**src/rtl/cmfill_pkg.sv**
```systemverilog
package cmfill_pkg;
   // bit position of the go flag inside the control word
   localparam int unsigned GO_POS  = 0;
   // lowest bit of the pattern field
   localparam int unsigned PAT_LSB = 1;

   typedef enum logic [0:0] {
      FILL_IDLE = 1'b0,
      FILL_RUN  = 1'b1
   } fill_state_e;
endpackage

```
**src/rtl/cmfill_ctlreg.sv**
```systemverilog
module cmfill_ctlreg
   import cmfill_pkg::*;
#(
   parameter int unsigned PAT_W = 4,
   localparam int unsigned CTL_W  = PAT_W + 2,
   localparam int unsigned ARM_POS = PAT_W + 1
) (
   input  logic             clk,
   input  logic             rst_n,
   input  logic             reg_wr,
   input  logic [CTL_W-1:0] reg_wdata,
   input  logic             done_clr,
   output logic [CTL_W-1:0] ctl_q,
   output logic             start_req
);
   // a start needs arm in the written word and a 0->1 move of go
   assign start_req = reg_wr && reg_wdata[ARM_POS] && reg_wdata[GO_POS]
                      && !ctl_q[GO_POS];

   always_ff @(posedge clk or negedge rst_n) begin
      if (!rst_n) begin
         ctl_q <= '0;
      end else if (reg_wr) begin
         ctl_q <= reg_wdata;              // a host write always wins
      end else if (done_clr) begin
         ctl_q[GO_POS] <= 1'b0;           // completion report
      end
   end
endmodule

```
**src/rtl/cmfill_sweep.sv**
```systemverilog
module cmfill_sweep
   import cmfill_pkg::*;
#(
   parameter int unsigned DEPTH  = 64,
   parameter int unsigned STRIDE = 4,
   localparam int unsigned ADDR_W = $clog2(DEPTH),
   localparam int unsigned PACE_W = (STRIDE > 1) ? $clog2(STRIDE) : 1
) (
   input  logic              clk,
   input  logic              rst_n,
   input  logic              start,
   input  logic              abort,
   input  logic              frame_sync,
   output logic              running,
   output logic              fill_we,
   output logic [ADDR_W-1:0] fill_addr,
   output logic              done
);
   fill_state_e state_q;
   logic        sync_seen_q;
   logic        swept_q;
   logic        pace_hit;

   assign running = (state_q == FILL_RUN);
   assign fill_we = running && !swept_q && pace_hit;
   assign done    = running && frame_sync && sync_seen_q && !abort;

   generate
      if (STRIDE == 1) begin : g_no_pace
         assign pace_hit = 1'b1;
      end else begin : g_pace
         logic [PACE_W-1:0] pace_q;
         assign pace_hit = (pace_q == PACE_W'(STRIDE - 1));
         always_ff @(posedge clk or negedge rst_n) begin
            if (!rst_n)            pace_q <= '0;
            else if (start)        pace_q <= '0;
            else if (running)      pace_q <= pace_hit ? '0 : pace_q + 1'b1;
         end
      end
   endgenerate

   always_ff @(posedge clk or negedge rst_n) begin
      if (!rst_n) begin
         state_q     <= FILL_IDLE;
         sync_seen_q <= 1'b0;
         swept_q     <= 1'b0;
         fill_addr   <= '0;
      end else if (start) begin
         state_q     <= FILL_RUN;     // sync in this cycle is not counted
         sync_seen_q <= 1'b0;
         swept_q     <= 1'b0;
         fill_addr   <= '0;
      end else if (running) begin
         if (abort || done) begin
            state_q <= FILL_IDLE;
         end else begin
            if (frame_sync) sync_seen_q <= 1'b1;
            if (fill_we) begin
               if (fill_addr == ADDR_W'(DEPTH - 1)) swept_q   <= 1'b1;
               else                                 fill_addr <= fill_addr + 1'b1;
            end
         end
      end
   end
endmodule

```
**src/rtl/cmfill_ctrl.sv**
```systemverilog
module cmfill_ctrl
   import cmfill_pkg::*;
#(
   parameter int unsigned CM_W         = 16,
   parameter int unsigned PAT_W        = 4,
   parameter int unsigned DEPTH        = 64,
   parameter int unsigned FRAME_CYCLES = 256,
   localparam int unsigned ADDR_W = $clog2(DEPTH),
   localparam int unsigned CTL_W  = PAT_W + 2,
   localparam int unsigned LOW_W  = CM_W - PAT_W,
   localparam int unsigned STRIDE = FRAME_CYCLES / DEPTH
) (
   input  logic              clk,
   input  logic              rst_n,
   input  logic              reg_wr,
   input  logic [CTL_W-1:0]  reg_wdata,
   output logic [CTL_W-1:0]  reg_rdata,
   input  logic              frame_sync,
   input  logic              host_we,
   input  logic [ADDR_W-1:0] host_addr,
   input  logic [CM_W-1:0]   host_wdata,
   output logic              cm_we,
   output logic [ADDR_W-1:0] cm_addr,
   output logic [CM_W-1:0]   cm_wdata
);
   generate
      if (DEPTH < 2) begin : g_bad_depth
         $error("cmfill_ctrl: DEPTH must be at least 2");
      end
      if (PAT_W >= CM_W) begin : g_bad_pat
         $error("cmfill_ctrl: PAT_W must be narrower than CM_W");
      end
      if (STRIDE < 1) begin : g_bad_frame
         $error("cmfill_ctrl: FRAME_CYCLES must cover DEPTH writes");
      end
   endgenerate

   logic              start_w;
   logic              done_w;
   logic              run_w;
   logic              fill_we;
   logic [ADDR_W-1:0] fill_addr;
   logic [CM_W-1:0]   fill_word;

   cmfill_ctlreg #(.PAT_W(PAT_W)) u_ctl (
      .clk       (clk),
      .rst_n     (rst_n),
      .reg_wr    (reg_wr),
      .reg_wdata (reg_wdata),
      .done_clr  (done_w),
      .ctl_q     (reg_rdata),
      .start_req (start_w)
   );

   cmfill_sweep #(.DEPTH(DEPTH), .STRIDE(STRIDE)) u_sweep (
      .clk        (clk),
      .rst_n      (rst_n),
      .start      (start_w),
      .abort      (reg_wr),
      .frame_sync (frame_sync),
      .running    (run_w),
      .fill_we    (fill_we),
      .fill_addr  (fill_addr),
      .done       (done_w)
   );

   assign fill_word = {reg_rdata[PAT_LSB +: PAT_W], {LOW_W{1'b0}}};

   // host path is shut off for the whole fill
   assign cm_we    = run_w ? fill_we   : host_we;
   assign cm_addr  = run_w ? fill_addr : host_addr;
   assign cm_wdata = run_w ? fill_word : host_wdata;
endmodule

```
**config.mk**
```make
export PLATFORM = sky130hd
export DESIGN_NAME = cmfill_ctrl
export DESIGN_NICKNAME = d
export VERILOG_FILES = /design/src/rtl/cmfill_pkg.sv /design/src/rtl/cmfill_ctlreg.sv /design/src/rtl/cmfill_sweep.sv /design/src/rtl/cmfill_ctrl.sv
export SDC_FILE = /design/constraint.sdc
export NUM_CORES = 1
export LEC_CHECK = 0
export BUFFER_PORTS_ARGS = -buffer_cell sky130_fd_sc_hd__buf_2
export CORE_MARGIN = 5
export CORE_UTILIZATION = 44
export CTS_BUF_LIST = sky130_fd_sc_hd__clkbuf_2
export DETAILED_ROUTE_END_ITERATION = 10
export PLACE_DENSITY = 0.81
export SETUP_SLACK_MARGIN = 0.5
export SYNTH_ARGS = -nofsm -noshare
export SYNTH_HDL_FRONTEND = slang
export SYNTH_SLANG_ARGS = --single-unit
```
**constraint.sdc**
```tcl
create_clock -name clk -period 1.65 [get_ports clk]
set_input_delay 0.2475 -clock clk [delete_from_list [all_inputs] [get_ports clk]]
set_output_delay 0.2475 -clock clk [all_outputs]
set_load 0.01 [all_outputs]
```
==> impl_metrics.json <==
{
  "run_status": "finished, final reports clean",
  "startpoint": "u_sweep.g_pace.pace_q[0]",
  "design_area_sq_mm": 0.00173,
  "worstHoldStart": "reg_wdata[3]",
  "slew_headroom_pct": 75.2,
  "placedCellCount": 185,
  "yosysWarnings": 0,
  "place.gp.congestion": 0.768,
  "dp_hpwl_microns": 2090,
  "fin_nets": 212,
  "numPortBuffers": 61,
  "setup_viol": 0,
  "critPathRequiredTime_ns": 1.40,
  "root_buffer": "clkbuf_2",
  "power.share.switching_pct": 30.7,
  "rsz0062_at_grt": "yes",
  "areaGrowthSynthToFinish_pct": 68.7,
  "hold_violations": 0,
  "worst-path-buf-inv": 1,
  "antenna_cells": 0,
  "critPathCaptureType": "output pin",
  "core_area_sq_mm": 0.00221,
  "grt_pass1_vias": 1021,
  "layout_common_cells": "buf_2, buf_6, dfrtp_1, mux2_4, nor2b_1",
  "maxCapViolCount": 0,
  "pwr_density_cell_mw_per_mm2": 729,
  "wl_per_cell_microns": 14.7,
  "cts-htree-levels": 1,
  "period_minus_slack_ns": 1.65,
  "cp_slowest_cell": "dfrtp_1",
  "switchingPower_uw": 388,
  "cp_top_family": "flip-flops",
  "total_power_mw": 1.26,
  "fin_cells": 204,
  "multiInputGateArea_sq_um": 641,
  "clk_latency_ns": 0.28,
  "clkSinkCount": 17,
  "syn_inst": 97,
  "grt_max_degree": 18,
  "cp.arrival_ns": 1.40,
  "seq_area_frac_synth_pct": 41.4,
  "via_per_inst": 5.02,
  "fin_crit_sh_pct": 99.8,
  "grt_pass1_wl_microns": 4420,
  "finClkSkew_ns": 0.000776,
  "overflow": 0,
  "dr.pass1.iters": 4,
  "die_w_microns": 58.3,
  "final_common_cell": "buf_2",
  "ctsLongestPathBuffers": 2,
  "place_area_sq_mm": 0.00140,
  "start_util_pct": 46.4,
  "pwr-share-seq_pct": 40.4,
  "layout_setup_ws_ns": 0.00264,
  "seqCellArea_sq_um": 427,
  "rows": 17,
  "postRouteAntennaNets": 0,
  "p_leak_nw": 0.887,
  "hp-class": "in2reg",
  "tightestPinTransition_ns": 0.372,
  "num-fill-cells": 149,
  "wirelength_microns": 3000,
  "die_h_microns": 58.3,
  "drv_slew": 0,
  "fmax_mhz": 607,
  "r2r_start": "u_sweep.g_pace.pace_q[1]",
  "fp.dieArea_sq_mm": 0.00340,
  "critPathLaunchType": "flop",
  "ys_ff_latch": 17,
  "worstPathMaxFanout": 2,
  "critPathMaxStageDelay_ns": 0.41,
  "cts_tree": "done",
  "yosysUniqueCellTypes": 28,
  "combPwrFrac_pct": 44.8,
  "pin_count": 62,
  "antenna_found_initial": 0,
  "num_vias": 1025,
  "drc": 0,
  "cts_made_buffers": 3,
  "pwr-share-clk_pct": 14.8,
  "synth.net_count": 132,
  "syn_area_sq_mm": 0.00103,
  "final_layout_size_suffix_gt1_share_pct": 63.6,
  "clk_pin_slew_ns": 0.15,
  "ir_drop_uv": 612,
  "avgSynthCellArea_sq_um": 10.6,
  "drt-initial-drc-count": 9,
  "path_class": "reg2out",
  "path_cells": "ha_2 > nor2b_4 > mux2_4 > buf_6",
  "internal-power_uw": 876,
  "grt_use_total_pct": 16.7,
  "pre_cts_ws_ns": 0.273
}
## cells by family (layout without fill, tap and decap cells)
family | after synthesis | in the layout | share of synthesized area, %
DFF | 17 | 17 | 41.4
AOI/OAI and AO/OA | 12 | 12 | 9.38
muxes | 18 | 18 | 19.4
buffers and inverters | 6 | 85 | 3.41
and+or+nand+nor | 41 | 41 | 23.1
xor gates and xnor gates | 1 | 1 | 0.853
adders and majority gates | 2 | 2 | 2.44
## worst reg2reg max path: stages (launching register included)
cell,delay [ns]
dfrtp_1,0.38
ha_2,0.19
nor2b_4,0.14
buf_4,0.11
buf_6,0.09
o2111ai_4,0.17
o211ai_1,0.21
o31ai_1,0.09
## cells in the mapped netlist
library cell	number	area share, %
and3_4	1	1.1
inv_1	2	0.73
mux2_2	15	16
o21ai_0	2	0.97
nand3_2	1	0.97
ha_1	2	2.4
and3_2	1	0.73
buf_6	1	1.1
clkbuf_1	1	0.37
mux2i_1	3	2.9
a21oi_1	4	1.9
nand2_1	8	2.9
nor3b_2	1	1.2
xor2_1	1	0.85
nand3_1	2	0.97
o211ai_1	2	1.5
nor2_1	10	3.7
a41o_1	1	0.97
nor2b_1	13	7.9
nor3_1	1	0.49
and4b_1	1	0.97
nand4b_1	1	0.85
buf_4	1	0.73
o31ai_1	2	1.5
buf_2	1	0.49
o2111ai_4	1	2.6
dfrtp_1	17	41
nor2b_4	1	1.3
## metrics by stage
step / util (%) / setup TNS (ns) / hold WS, ns
6_report: 78.3 / 0 / 0.178
5_1_grt: 78.3 / -0.335 / 0.153
4_1_cts: 70.2 / 0 / 0.172
3_5_place_dp: 63.3 / 0 / 0.190
3_3_place_gp: 63.3 / 0 / 0.192
2_1_floorplan: - / 0 / -0.0481
## flip-flops by register name, summed over array words and instances (netlist names)
register,cells
u_ctl.ctl_q,6
u_sweep.fill_addr,6
u_sweep.g_pace.pace_q,2
u_sweep.running,1
u_sweep.swept_q,1
u_sweep.sync_seen_q,1
## layout make-up
cell class / instances / share of cell area (%)
multi-input combinational: 74 / 37.0
timing repair buffer: 79 / 34.8
sequential: 17 / 24.6
tap: 28 / 2.02
clock buffer: 4 / 1.16
inverter: 2 / 0.433
## power by group through the flow
stage	Clock (mW)	Combinational [mW]	Sequential (mW)
2_1_floorplan	0	0.224	0.521
3_5_place_dp	0	0.365	0.522
4_1_cts	0.194	0.464	0.508
5_1_grt	0.211	0.616	0.517
3_3_place_gp	0	0.347	0.518
6_report	0.187	0.566	0.510
## routing by layer
metal / GRT usage [%] / part of all wire (%) / vias up
met5: 0 / 0 / -
met4: 4.97 / 1.8 / 0
met3: 3.95 / 9.4 / 6
met2: 32.2 / 55 / 48
met1: 17.6 / 34 / 470
li1: - / - / 501
## path summary, 6_finish.rpt
check | to | slack, ns | cells past startpoint
max | cm_we | 0.003 | 4
min in group asynchronous | u_ctl.ctl_q[0] | 0.38 | 2
max in group asynchronous | u_sweep.running | 0.98 | 2
max reg2reg | u_sweep.fill_addr[3] | 0.15 | 7
min reg2reg | u_ctl.ctl_q[5] | 0.54 | 2
min | u_ctl.ctl_q[3] | 0.18 | 2
## repair_timing
item | 4_1_cts | 5_1_grt
buffers inserted | 6 | 5
setup endpoints to repair | 30 | 37
gates resized for setup | 8 | 24
hold endpoints to repair | 17 | 0
hold buffers | 1 | 0
gates cloned | 2 | 1
pin swaps | 4 | 3
Power figures use the tool's default switching activity.
